**config.mk**
```make
export PLATFORM = sky130hd
export DESIGN_NAME = raster_timing_gen
export DESIGN_NICKNAME = d
export VERILOG_FILES = /design/src/rtl/rtg_pkg.sv /design/src/rtl/rtg_cfg_regs.sv /design/src/rtl/rtg_axis_ctr.sv /design/src/rtl/raster_timing_gen.sv
export SDC_FILE = /design/constraint.sdc
export NUM_CORES = 1
export LEC_CHECK = 0
export BUFFER_PORTS_ARGS = -buffer_cell sky130_fd_sc_hd__buf_4
export CORE_MARGIN = 4
export CORE_UTILIZATION = 60
export CTS_BUF_LIST = sky130_fd_sc_hd__clkbuf_4 sky130_fd_sc_hd__clkbuf_8
export CTS_CLUSTER_DIAMETER = 30
export DETAILED_ROUTE_END_ITERATION = 8
export PLACE_DENSITY = 0.76
export SLEW_MARGIN = 20
export SYNTH_ARGS = -nofsm -noshare
export SYNTH_HDL_FRONTEND = slang
export SYNTH_SLANG_ARGS = --single-unit
```
**constraint.sdc**
```tcl
create_clock -name clk -period 17.7 [get_ports clk]
set_clock_uncertainty 0.05 [all_clocks]
set_input_delay 1.77 -clock clk [delete_from_list [all_inputs] [get_ports clk]]
set_output_delay 1.77 -clock clk [all_outputs]
set_load 0.02 [all_outputs]
```
**src/rtl/rtg_pkg.sv**
```systemverilog
package rtg_pkg;
  parameter int unsigned LEN_W      = 12;
  parameter int unsigned CNT_W      = LEN_W + 2;
  parameter int unsigned NUM_SEG    = 4;
  parameter int unsigned NUM_REG    = 2 * NUM_SEG;
  parameter int unsigned REG_ADDR_W = $clog2(NUM_REG);

  typedef enum logic [1:0] {
    SEG_VISIBLE = 2'd0,
    SEG_FRONT   = 2'd1,
    SEG_SYNC    = 2'd2,
    SEG_BACK    = 2'd3
  } seg_e;

  typedef struct packed {
    logic [LEN_W-1:0] visible;
    logic [LEN_W-1:0] front;
    logic [LEN_W-1:0] sync;
    logic [LEN_W-1:0] back;
  } axis_cfg_t;

  // zero-length intervals are stretched to one
  function automatic logic [CNT_W-1:0] eff_len(input logic [LEN_W-1:0] v);
    logic [CNT_W-1:0] r;
    r = (v == '0) ? CNT_W'(1) : CNT_W'(v);
    return r;
  endfunction

  function automatic logic [CNT_W-1:0] period(input axis_cfg_t c);
    return eff_len(c.visible) + eff_len(c.front) + eff_len(c.sync) + eff_len(c.back);
  endfunction

  function automatic seg_e seg_at(input axis_cfg_t c, input logic [CNT_W-1:0] pos);
    logic [CNT_W-1:0] end_vis, end_front, end_sync;
    seg_e r;
    end_vis   = eff_len(c.visible);
    end_front = end_vis + eff_len(c.front);
    end_sync  = end_front + eff_len(c.sync);
    if (pos < end_vis)        r = SEG_VISIBLE;
    else if (pos < end_front) r = SEG_FRONT;
    else if (pos < end_sync)  r = SEG_SYNC;
    else                      r = SEG_BACK;
    return r;
  endfunction
endpackage

```
**src/rtl/rtg_cfg_regs.sv**
```systemverilog
module rtg_cfg_regs
  import rtg_pkg::*;
#(
  parameter axis_cfg_t H_INIT = '0,
  parameter axis_cfg_t V_INIT = '0
) (
  input  logic                  clk,
  input  logic                  rst_n,
  input  logic                  wr_en,
  input  logic [REG_ADDR_W-1:0] wr_addr,
  input  logic [LEN_W-1:0]      wr_data,
  input  logic                  commit,
  output axis_cfg_t             h_cfg,
  output axis_cfg_t             v_cfg
);
  function automatic logic [LEN_W-1:0] init_val(input int idx);
    axis_cfg_t c;
    logic [LEN_W-1:0] r;
    c = (idx < int'(NUM_SEG)) ? H_INIT : V_INIT;
    case (idx % int'(NUM_SEG))
      0:       r = c.visible;
      1:       r = c.front;
      2:       r = c.sync;
      default: r = c.back;
    endcase
    return r;
  endfunction

  logic [LEN_W-1:0] shadow_q [NUM_REG];
  logic [LEN_W-1:0] shadow_d [NUM_REG];
  logic [LEN_W-1:0] live_q   [NUM_REG];

  for (genvar i = 0; i < int'(NUM_REG); i++) begin : g_reg
    localparam logic [LEN_W-1:0] INIT = init_val(i);
    // a write in the commit cycle is folded in, so it reaches the next frame
    assign shadow_d[i] = (wr_en && (wr_addr == REG_ADDR_W'(i))) ? wr_data : shadow_q[i];
    always_ff @(posedge clk or negedge rst_n) begin
      if (!rst_n) begin
        shadow_q[i] <= INIT;
        live_q[i]   <= INIT;
      end else begin
        shadow_q[i] <= shadow_d[i];
        if (commit) live_q[i] <= shadow_d[i];
      end
    end
  end

  assign h_cfg = '{visible: live_q[0], front: live_q[1], sync: live_q[2], back: live_q[3]};
  assign v_cfg = '{visible: live_q[4], front: live_q[5], sync: live_q[6], back: live_q[7]};
endmodule

```
**src/rtl/rtg_axis_ctr.sv**
```systemverilog
module rtg_axis_ctr
  import rtg_pkg::*;
(
  input  logic             clk,
  input  logic             rst_n,
  input  logic             adv,
  input  axis_cfg_t        cfg,
  output logic [CNT_W-1:0] pos,
  output logic             wrap,
  output seg_e             seg
);
  logic [CNT_W-1:0] last_pos;
  logic             at_last;

  assign last_pos = period(cfg) - CNT_W'(1);
  assign at_last  = (pos == last_pos);
  assign wrap     = adv && at_last;
  assign seg      = seg_at(cfg, pos);

  always_ff @(posedge clk or negedge rst_n) begin
    if (!rst_n)   pos <= '0;
    else if (adv) pos <= at_last ? '0 : pos + CNT_W'(1);
  end
endmodule

```
**src/rtl/raster_timing_gen.sv**
```systemverilog
module raster_timing_gen
  import rtg_pkg::*;
#(
  parameter int unsigned RST_H_VISIBLE = 1920,
  parameter int unsigned RST_H_FRONT   = 205,
  parameter int unsigned RST_H_SYNC    = 50,
  parameter int unsigned RST_H_BACK    = 255,
  parameter int unsigned RST_V_VISIBLE = 1080,
  parameter int unsigned RST_V_FRONT   = 2,
  parameter int unsigned RST_V_SYNC    = 55,
  parameter int unsigned RST_V_BACK    = 2
) (
  input  logic                  clk,
  input  logic                  rst_n,
  input  logic                  wr_en,
  input  logic [REG_ADDR_W-1:0] wr_addr,
  input  logic [LEN_W-1:0]      wr_data,
  output logic [CNT_W-1:0]      pix_cnt,
  output logic [CNT_W-1:0]      line_cnt,
  output logic                  hsync,
  output logic                  vsync,
  output logic                  de,
  output logic                  stat_hsync
);
  localparam axis_cfg_t H_INIT = '{visible: LEN_W'(RST_H_VISIBLE), front: LEN_W'(RST_H_FRONT),
                                   sync: LEN_W'(RST_H_SYNC), back: LEN_W'(RST_H_BACK)};
  localparam axis_cfg_t V_INIT = '{visible: LEN_W'(RST_V_VISIBLE), front: LEN_W'(RST_V_FRONT),
                                   sync: LEN_W'(RST_V_SYNC), back: LEN_W'(RST_V_BACK)};

  axis_cfg_t        h_cfg, v_cfg;
  logic             line_end, frame_end;
  seg_e             h_seg, v_seg;
  logic [CNT_W-1:0] h_period;

  rtg_cfg_regs #(.H_INIT(H_INIT), .V_INIT(V_INIT)) u_regs (
    .clk(clk), .rst_n(rst_n), .wr_en(wr_en), .wr_addr(wr_addr), .wr_data(wr_data),
    .commit(frame_end), .h_cfg(h_cfg), .v_cfg(v_cfg)
  );

  rtg_axis_ctr u_hctr (
    .clk(clk), .rst_n(rst_n), .adv(1'b1), .cfg(h_cfg),
    .pos(pix_cnt), .wrap(line_end), .seg(h_seg)
  );

  rtg_axis_ctr u_vctr (
    .clk(clk), .rst_n(rst_n), .adv(line_end), .cfg(v_cfg),
    .pos(line_cnt), .wrap(frame_end), .seg(v_seg)
  );

  assign h_period = period(h_cfg);
  assign hsync    = (h_seg == SEG_SYNC);
  assign vsync    = (v_seg == SEG_SYNC);
  assign de       = (h_seg == SEG_VISIBLE) && (v_seg == SEG_VISIBLE);

  always_ff @(posedge clk or negedge rst_n) begin
    if (!rst_n) stat_hsync <= 1'b0;
    else        stat_hsync <= hsync;
  end
endmodule

```
# ---- After elaboration in Yosys (flattened, before gate mapping)
# Index checks and enable logic that the tools add are counted.
dict set report totals {
  regBits 221
  output_inout_bits 32
  in_bits 18
  elab_cells 91
}
dict set report classes {
  reduce_logical 21
  n_mux 24
  magnitude_cmp 6
  n_eq_ne 11
  add_sub_neg 10
}
# cell n
set ops {}
lappend ops {{12-bit 2-to-1 mux} 16}
lappend ops {{12-bit zero test} 8}
lappend ops {{14-bit < comparator} 6}
lappend ops {{14-bit adder} 5}
lappend ops {{14-bit by 1-bit adder with 14-bit output (second input constant)} 2}
lappend ops {{14-bit equality test} 2}
lappend ops {{14-bit 2-to-1 mux} 2}
lappend ops {{14-bit by 1-bit subtractor with 14-bit output (second input constant)} 2}
lappend ops {{14-bit by 12-bit adder with 14-bit output} 1}
lappend ops {{3-bit equality test (second input constant)} 4}
lappend ops {{1-bit logical AND} 10}
lappend ops {{2-bit 2-to-1 mux} 4}
lappend ops {{3-bit by 2-bit equality test with 1-bit output (second input constant)} 2}
lappend ops {{2-bit equality test (second input constant)} 2}
lappend ops {{2-bit zero test} 2}
lappend ops {{3-bit by 1-bit equality test with 1-bit output (second input constant)} 1}
lappend ops {{3-bit zero test} 1}
lappend ops {{1-bit 2-to-1 mux} 2}

# ---- Longest topological paths before layout
dict set report logic_depth {
  word_depth 10
  depth_mapped 33
  mapped_depth_nobuf 31
}

# ---- Cells and area by module
# Synthesis repeated with hierarchy kept, for this count alone.
dict set report hier_totals {
  hier_cells 1419
  hier_area_um2 15143.3
}
# module cells_each instances seq_area_each_um2 area_per_inst_um2
set by_module_without_submodules {}
lappend by_module_without_submodules {rtg_cfg_regs 411 1 4882.2 7347.0}
lappend by_module_without_submodules {{rtg_axis_ctr at u_hctr} 508 1 350.3 3936.3}
lappend by_module_without_submodules {{rtg_axis_ctr at u_vctr} 495 1 350.3 3806.2}
lappend by_module_without_submodules {raster_timing_gen 5 1 25.0 53.8}

# ---- Worst setup path before layout
# OpenSTA, ideal clock, no wires.
dict set report synth_timing {
  kind {reg2out}
  startpoint {register u_regs.live_q, in the netlist u_regs.v_cfg[37]}
  endpoint {output vsync}
  t_required_ns 15.880
  arrival_time_ns 5.504
  setup_slack_ns 10.376
  path_stages_with_launch 24
  path_cell_list {dfrtp_1 -> nor4_1 -> a31o_2 -> ha_1 -> inv_1 -> fa_1 -> nand2b_1 -> nand2b_1 -> a21o_1 -> xor2_1 -> ha_1 -> o21a_1 -> o31a_1 -> or2_2 -> maj3_2 -> xnor2_1 -> ha_1 -> o21ai_0 -> nand2b_1 -> a31o_2 -> maj3_2 -> maj3_2 -> maj3_2 -> a211oi_1}
}
dict set report synth_between {
  elab_chain_cells 9
  elab_cells_between_ends 11
  cone_classes {add/sub: 2; order compare: 3; eq/ne: 1; mux: 4; reduce/logical: 1}
}
# element line_no
set synth_lines {}
lappend synth_lines {{start: declaration} rtg_cfg_regs.sv:31} ;# logic [LEN_W-1:0] live_q [NUM_REG];
lappend synth_lines {{start signal: indexed assignment} rtg_cfg_regs.sv:43} ;# if (commit) live_q[i] <= shadow_d[i];
lappend synth_lines {{12-bit zero test} rtg_pkg.sv:25} ;# r = (v == '0) ? CNT_W'(1) : CNT_W'(v);
lappend synth_lines {{12-bit 2-to-1 mux *} rtg_pkg.sv:25}
lappend synth_lines {{14-bit by 12-bit adder with 14-bit output} rtg_pkg.sv:37} ;# end_front = end_vis + eff_len(c.front);
lappend synth_lines {{14-bit adder} rtg_pkg.sv:38} ;# end_sync = end_front + eff_len(c.sync);
lappend synth_lines {{14-bit < comparator} rtg_pkg.sv:41} ;# else if (pos < end_sync) r = SEG_SYNC;
lappend synth_lines {{1-bit 2-to-1 mux} rtg_pkg.sv:41}
lappend synth_lines {{2-bit 2-to-1 mux} rtg_pkg.sv:40} ;# else if (pos < end_front) r = SEG_FRONT;
lappend synth_lines {{2-bit 2-to-1 mux *} rtg_pkg.sv:39} ;# if (pos < end_vis) r = SEG_VISIBLE;
lappend synth_lines {{2-bit equality test *} raster_timing_gen.sv:52} ;# assign vsync = (v_seg == SEG_SYNC);
lappend synth_lines {{end: declaration} raster_timing_gen.sv:21} ;# output logic vsync,
# Mark *: on every way between the ends. The rest lies on a longest branch, timed or not.

# ---- Worst setup path in the final report
dict set report layout_timing {
  startpoint {register u_regs.live_q, in the netlist u_regs.v_cfg[43]}
  endpoint {register u_regs.live_q, in the netlist u_regs.h_cfg[40]}
}
dict set report layout_between {
  elab_chain_cells 8
}
# element line_no
set layout_lines {}
lappend layout_lines {{12-bit zero test} rtg_pkg.sv:25}
lappend layout_lines {{12-bit 2-to-1 mux *} rtg_pkg.sv:25}
lappend layout_lines {{14-bit by 12-bit adder with 14-bit output *} rtg_pkg.sv:30} ;# return eff_len(c.visible) + eff_len(c.front) + eff_len(c.sync) + eff_len(c.back);
lappend layout_lines {{14-bit adder * (2 in series)} rtg_pkg.sv:30}
lappend layout_lines {{14-bit by 1-bit subtractor with 14-bit output *} rtg_axis_ctr.sv:15} ;# assign last_pos = period(cfg) - CNT_W'(1);
lappend layout_lines {{14-bit equality test *} rtg_axis_ctr.sv:16} ;# assign at_last = (pos == last_pos);
lappend layout_lines {{1-bit logical AND *} rtg_axis_ctr.sv:17} ;# assign wrap = adv && at_last;
# Marks and branches as above.
# A chain may end at the register's enable or synchronous reset.

==> metrics.md <==
| Metric | Value |
|---|---|
| Status | completed |
| Clk_lat worst skew | 0.57 ns |
| Setup violators final | 0 |
| Core area | 24600 µm² |
| Placement row count | 57 |
| Synth top area cells | dfrtp_1 26%, ha_1 12%, mux2_2 12% |
| Syn avg cell area | approximately 11 µm² |
| Clk slew on worst S/H paths | 0.06 ns |
| Dpl hpwl | 26.00 mm |
| Worst min-delay path class | flip-flop to flip-flop |
| Post-Route WL | 35.91 mm |
| Initial drt markers | 710 |
| Post-synth EDFFs | 0 |
| First-pass DRT Iterations | 5 |
| Die height | 166.8 µm |
| Register area share after synthesis | 0.3704 |
| Vias in the first global route | 10570 |
| CTS tree | yes |
| Largest net degree at the start of global routing | 80 |
| Synth warn | 0 |
| Metal3 WL | 2.437 mm |
| Relative slew slack | 0.2791 |
| Syn Std Cell Area | between 15000 and 20000 µm² |
| Die width | 166.8 µm |
| Initial antenna violation count | 1 |
| Post-synth top area cell | dfrtp_1 |
| Finished Core Util | 0.6797 |
| Post-cts sizing count | 0 |
| Yosys top cell area share | 0.2628 |
| Tcrit/Tclk final | 0.4683 |
| Mapped Cells | 1438 |
| Grt ovf | 0 |
| Final hold slack | 0.4393 ns |
| Share of layout cells above drive strength 1 | 0.2971 |
| Num CTS Buffers | 48 |
| Cell family with most CP delay | compound AO/OA/AOI/OAI gates |
| Slew Viols, Final | 0 |
| Cell variety after synth | 87 |
| Total Neg Setup Slack | 0 ns |
| Top Metal Used | met4 |
| CP max stage cell | buf_4 |
| I/O pins | 50 |
| CP max stage delay | 0.72 ns |
| # Post-CTS Setup Buffers | 0 |
| P&R area growth vs syn | 10.47% |
| Number of max-cap violations | 0 |
| Starting Density | 0.6153 |
| Max FO, Critical Path | 73 |
| First-pass GRT wire length | 57.62 mm |
| Crit Path Category | flip-flop to flip-flop |
| Flip-flop and latch count after synthesis | 221 |
| Static leakage | 7.926 nW |
| Die ar. | 27840 µm² |
| Total global routing track utilization | 0.2557 |
| Post-synth ARST share | 1.000 |
| CP Data Arrival Time | 8.68 ns |
| VDD IR-drop max | between 0.00008 and 0.00009 V |
| WL met2 | 15.61 mm |
| P per Cell Area | 100.5 nW/µm² |
| Worst Setup End Kind | flip-flop |
| Nature of the critical path startpoint | flip-flop |
| Non-filler instance count after layout | 1817 |
| Antenna Violating Nets Remaining | 0 |
| Tmin final | 8.289 ns |
| Clock sinks | 221 |
| Post-Route M1 WL | 16.93 mm |
| Worst path required time | about 18 ns |
| Maximum buffer depth of the clock tree | 3 |
| RSZ-0062 raised after global routing | false |
| Placed Cells | approximately 1700 |
| H-tree levels | 2 |
| Hold_buf cts | 0 |
| Wire per inst | 19.76 µm |
| Final Hold Fails | 0 |
| Buf/Inv on CP | 4 |
| Primary FF master, synth | dfrtp_1 |
| Syn Nets | ~1600 |
| Clk root buf | clkbuf_8 |
| Fmax achieved | between 0.1 and 0.15 GHz |
| Vias | ~11000 |
| IO Port Bufs | 49 |
| Final net count | 1625 |
| Critical path's most frequent cell | ha_1 |
| Gp weighted congestion | 0.9197 |
| Vias/cell | 5.920 |
| DRC Markers | 0 |
| Slew @ Worst Pin | 1.081 ns |
[cell usage after synthesis, types with 22 or more instances]
| library cell | count |
|---|---|
| inv_1 | 131 |
| mux2_4 | 30 |
| nor2_1 | 52 |
| o21ai_0 | 38 |
| nand2b_1 | 22 |
| ha_1 | 150 |
| clkbuf_1 | 76 |
| xor2_1 | 46 |
| a21oi_1 | 48 |
| nand3_1 | 26 |
| dfrtp_1 | 159 |
| dfstp_2 | 62 |
| nand2_1 | 48 |
| xnor2_1 | 65 |
| a21o_1 | 39 |
| mux2_2 | 163 |
| nor3_1 | 29 |
[layer usage]
layer  track usage  vias up
li1              -     5114
met1        0.3737     5279
met2        0.3794      295
met3       0.05926       69
met4       0.08004        0
met5             0        -
[state kept, by name (all words and copies together), names as in the netlist]
| name | cells |
|---|---|
| u_regs.h_cfg | 48 |
| stat_hsync | 1 |
| u_regs.v_cfg | 48 |
| u_regs.shadow_q | 96 |
| u_vctr.pos | 14 |
| u_hctr.pos | 14 |
[power breakdown]
group          leakage, nW  switching (W)  internal, W
combinational         4.65       0.000218     0.000203
sequential            2.72      0.0000386     0.000574
clock                0.558       0.000251     0.000395
total                 7.93       0.000507      0.00117
[cell usage in the layout, fill, tap and decap left out, types with 8 or more instances in the layout]
master      synthesis  final
nand2b_1           22     22
nor2_1             52     52
ha_1              150    150
a21o_1             39     39
and2_1             12     12
or3_1               9      9
o21bai_1            9      9
xnor2_1            65     65
nand4_1            10     10
o211ai_1            8      8
mux2_2            163    163
o21a_1             12     12
mux2_4             30     30
buf_4               7     55
o21ai_0            38     38
a31o_2              8      8
a21oi_1            48     48
inv_1             131    131
clkbuf_8            0     55
nor3_1             29     28
nand3_1            26     26
nand2_1            48     48
dfrtp_1           159    159
dfstp_2            62     62
clkinvlp_4          0     12
a211oi_1           14     14
nor2b_1            12     12
nor4_1             21     21
xor2_1             46     46
[cell type report]
type / instances / area [µm²]
Multi-Input combinational cell: 993 / 8628
Fill cell: 1874 / 7880
Sequential cell: 221 / 5608
Clock buffer: 61 / 802.0
Inverter: 131 / 491.7
Timing Repair Buffer: 56 / 427.9
Tap cell: 324 / 405.4
Clock inverter: 29 / 356.6
Antenna cell: 2 / 5.005
[cells by family (layout without fill, tap and decap cells)]
kind of cell | after synthesis | in the layout | share of synthesized area
adders and majority gates | 164 | 164 | 0.1375
DFF | 221 | 221 | 0.3704
xor gates and xnor gates | 111 | 111 | 0.06422
other | 0 | 2 | 0
muxes | 198 | 198 | 0.1543
AOI/OAI and AO/OA | 241 | 241 | 0.1122
and+or+nand+nor | 279 | 279 | 0.1002
buffers and inverters | 224 | 277 | 0.06107
[path summary, 6_finish.rpt]
kind,from,to,slack (ns),cells after the start
worst max-delay path,u_regs.v_cfg[43],u_regs.h_cfg[40],9.41,30
worst min-delay path,u_regs.shadow_q[4],u_regs.shadow_q[4],0.44,1
worst max register to register,u_regs.v_cfg[43],u_regs.h_cfg[40],9.41,30
worst min register to register,u_regs.shadow_q[4],u_regs.shadow_q[4],0.44,1
max in group asynchronous,rst_n,u_regs.shadow_q[44],14.27,3
min in group asynchronous,rst_n,u_hctr.pos[8],1.10,1
[through the flow]
step | power, W | instance area (µm²) | setup slack (ns)
finish | 0.001680 | 16720 | 9.411
global route | 0.001773 | 16720 | 8.896
CTS | 0.001693 | 16710 | 9.437
detailed placement | 0.001036 | 15550 | 9.481
global placement | 0.001021 | 15550 | 9.628
floorplan | 0.0009187 | 15140 | 10.38
[worst register-to-register path, delay by kind of cell (launching register included)]
| kind | cells | cell delay (ns) |
|---|---|---|
| adder cells (fa/ha/maj) | 6 | 1.80 |
| AND/OR/NAND/NOR | 6 | 1.36 |
| AO/OA/AOI/OAI | 10 | 1.91 |
| XOR/XNOR | 3 | 0.60 |
| buffers and inverters | 4 | 1.59 |
| multiplexers | 1 | 0.43 |
| flip-flops | 1 | 0.41 |
Note: power is estimated with default switching activity, not from simulation.
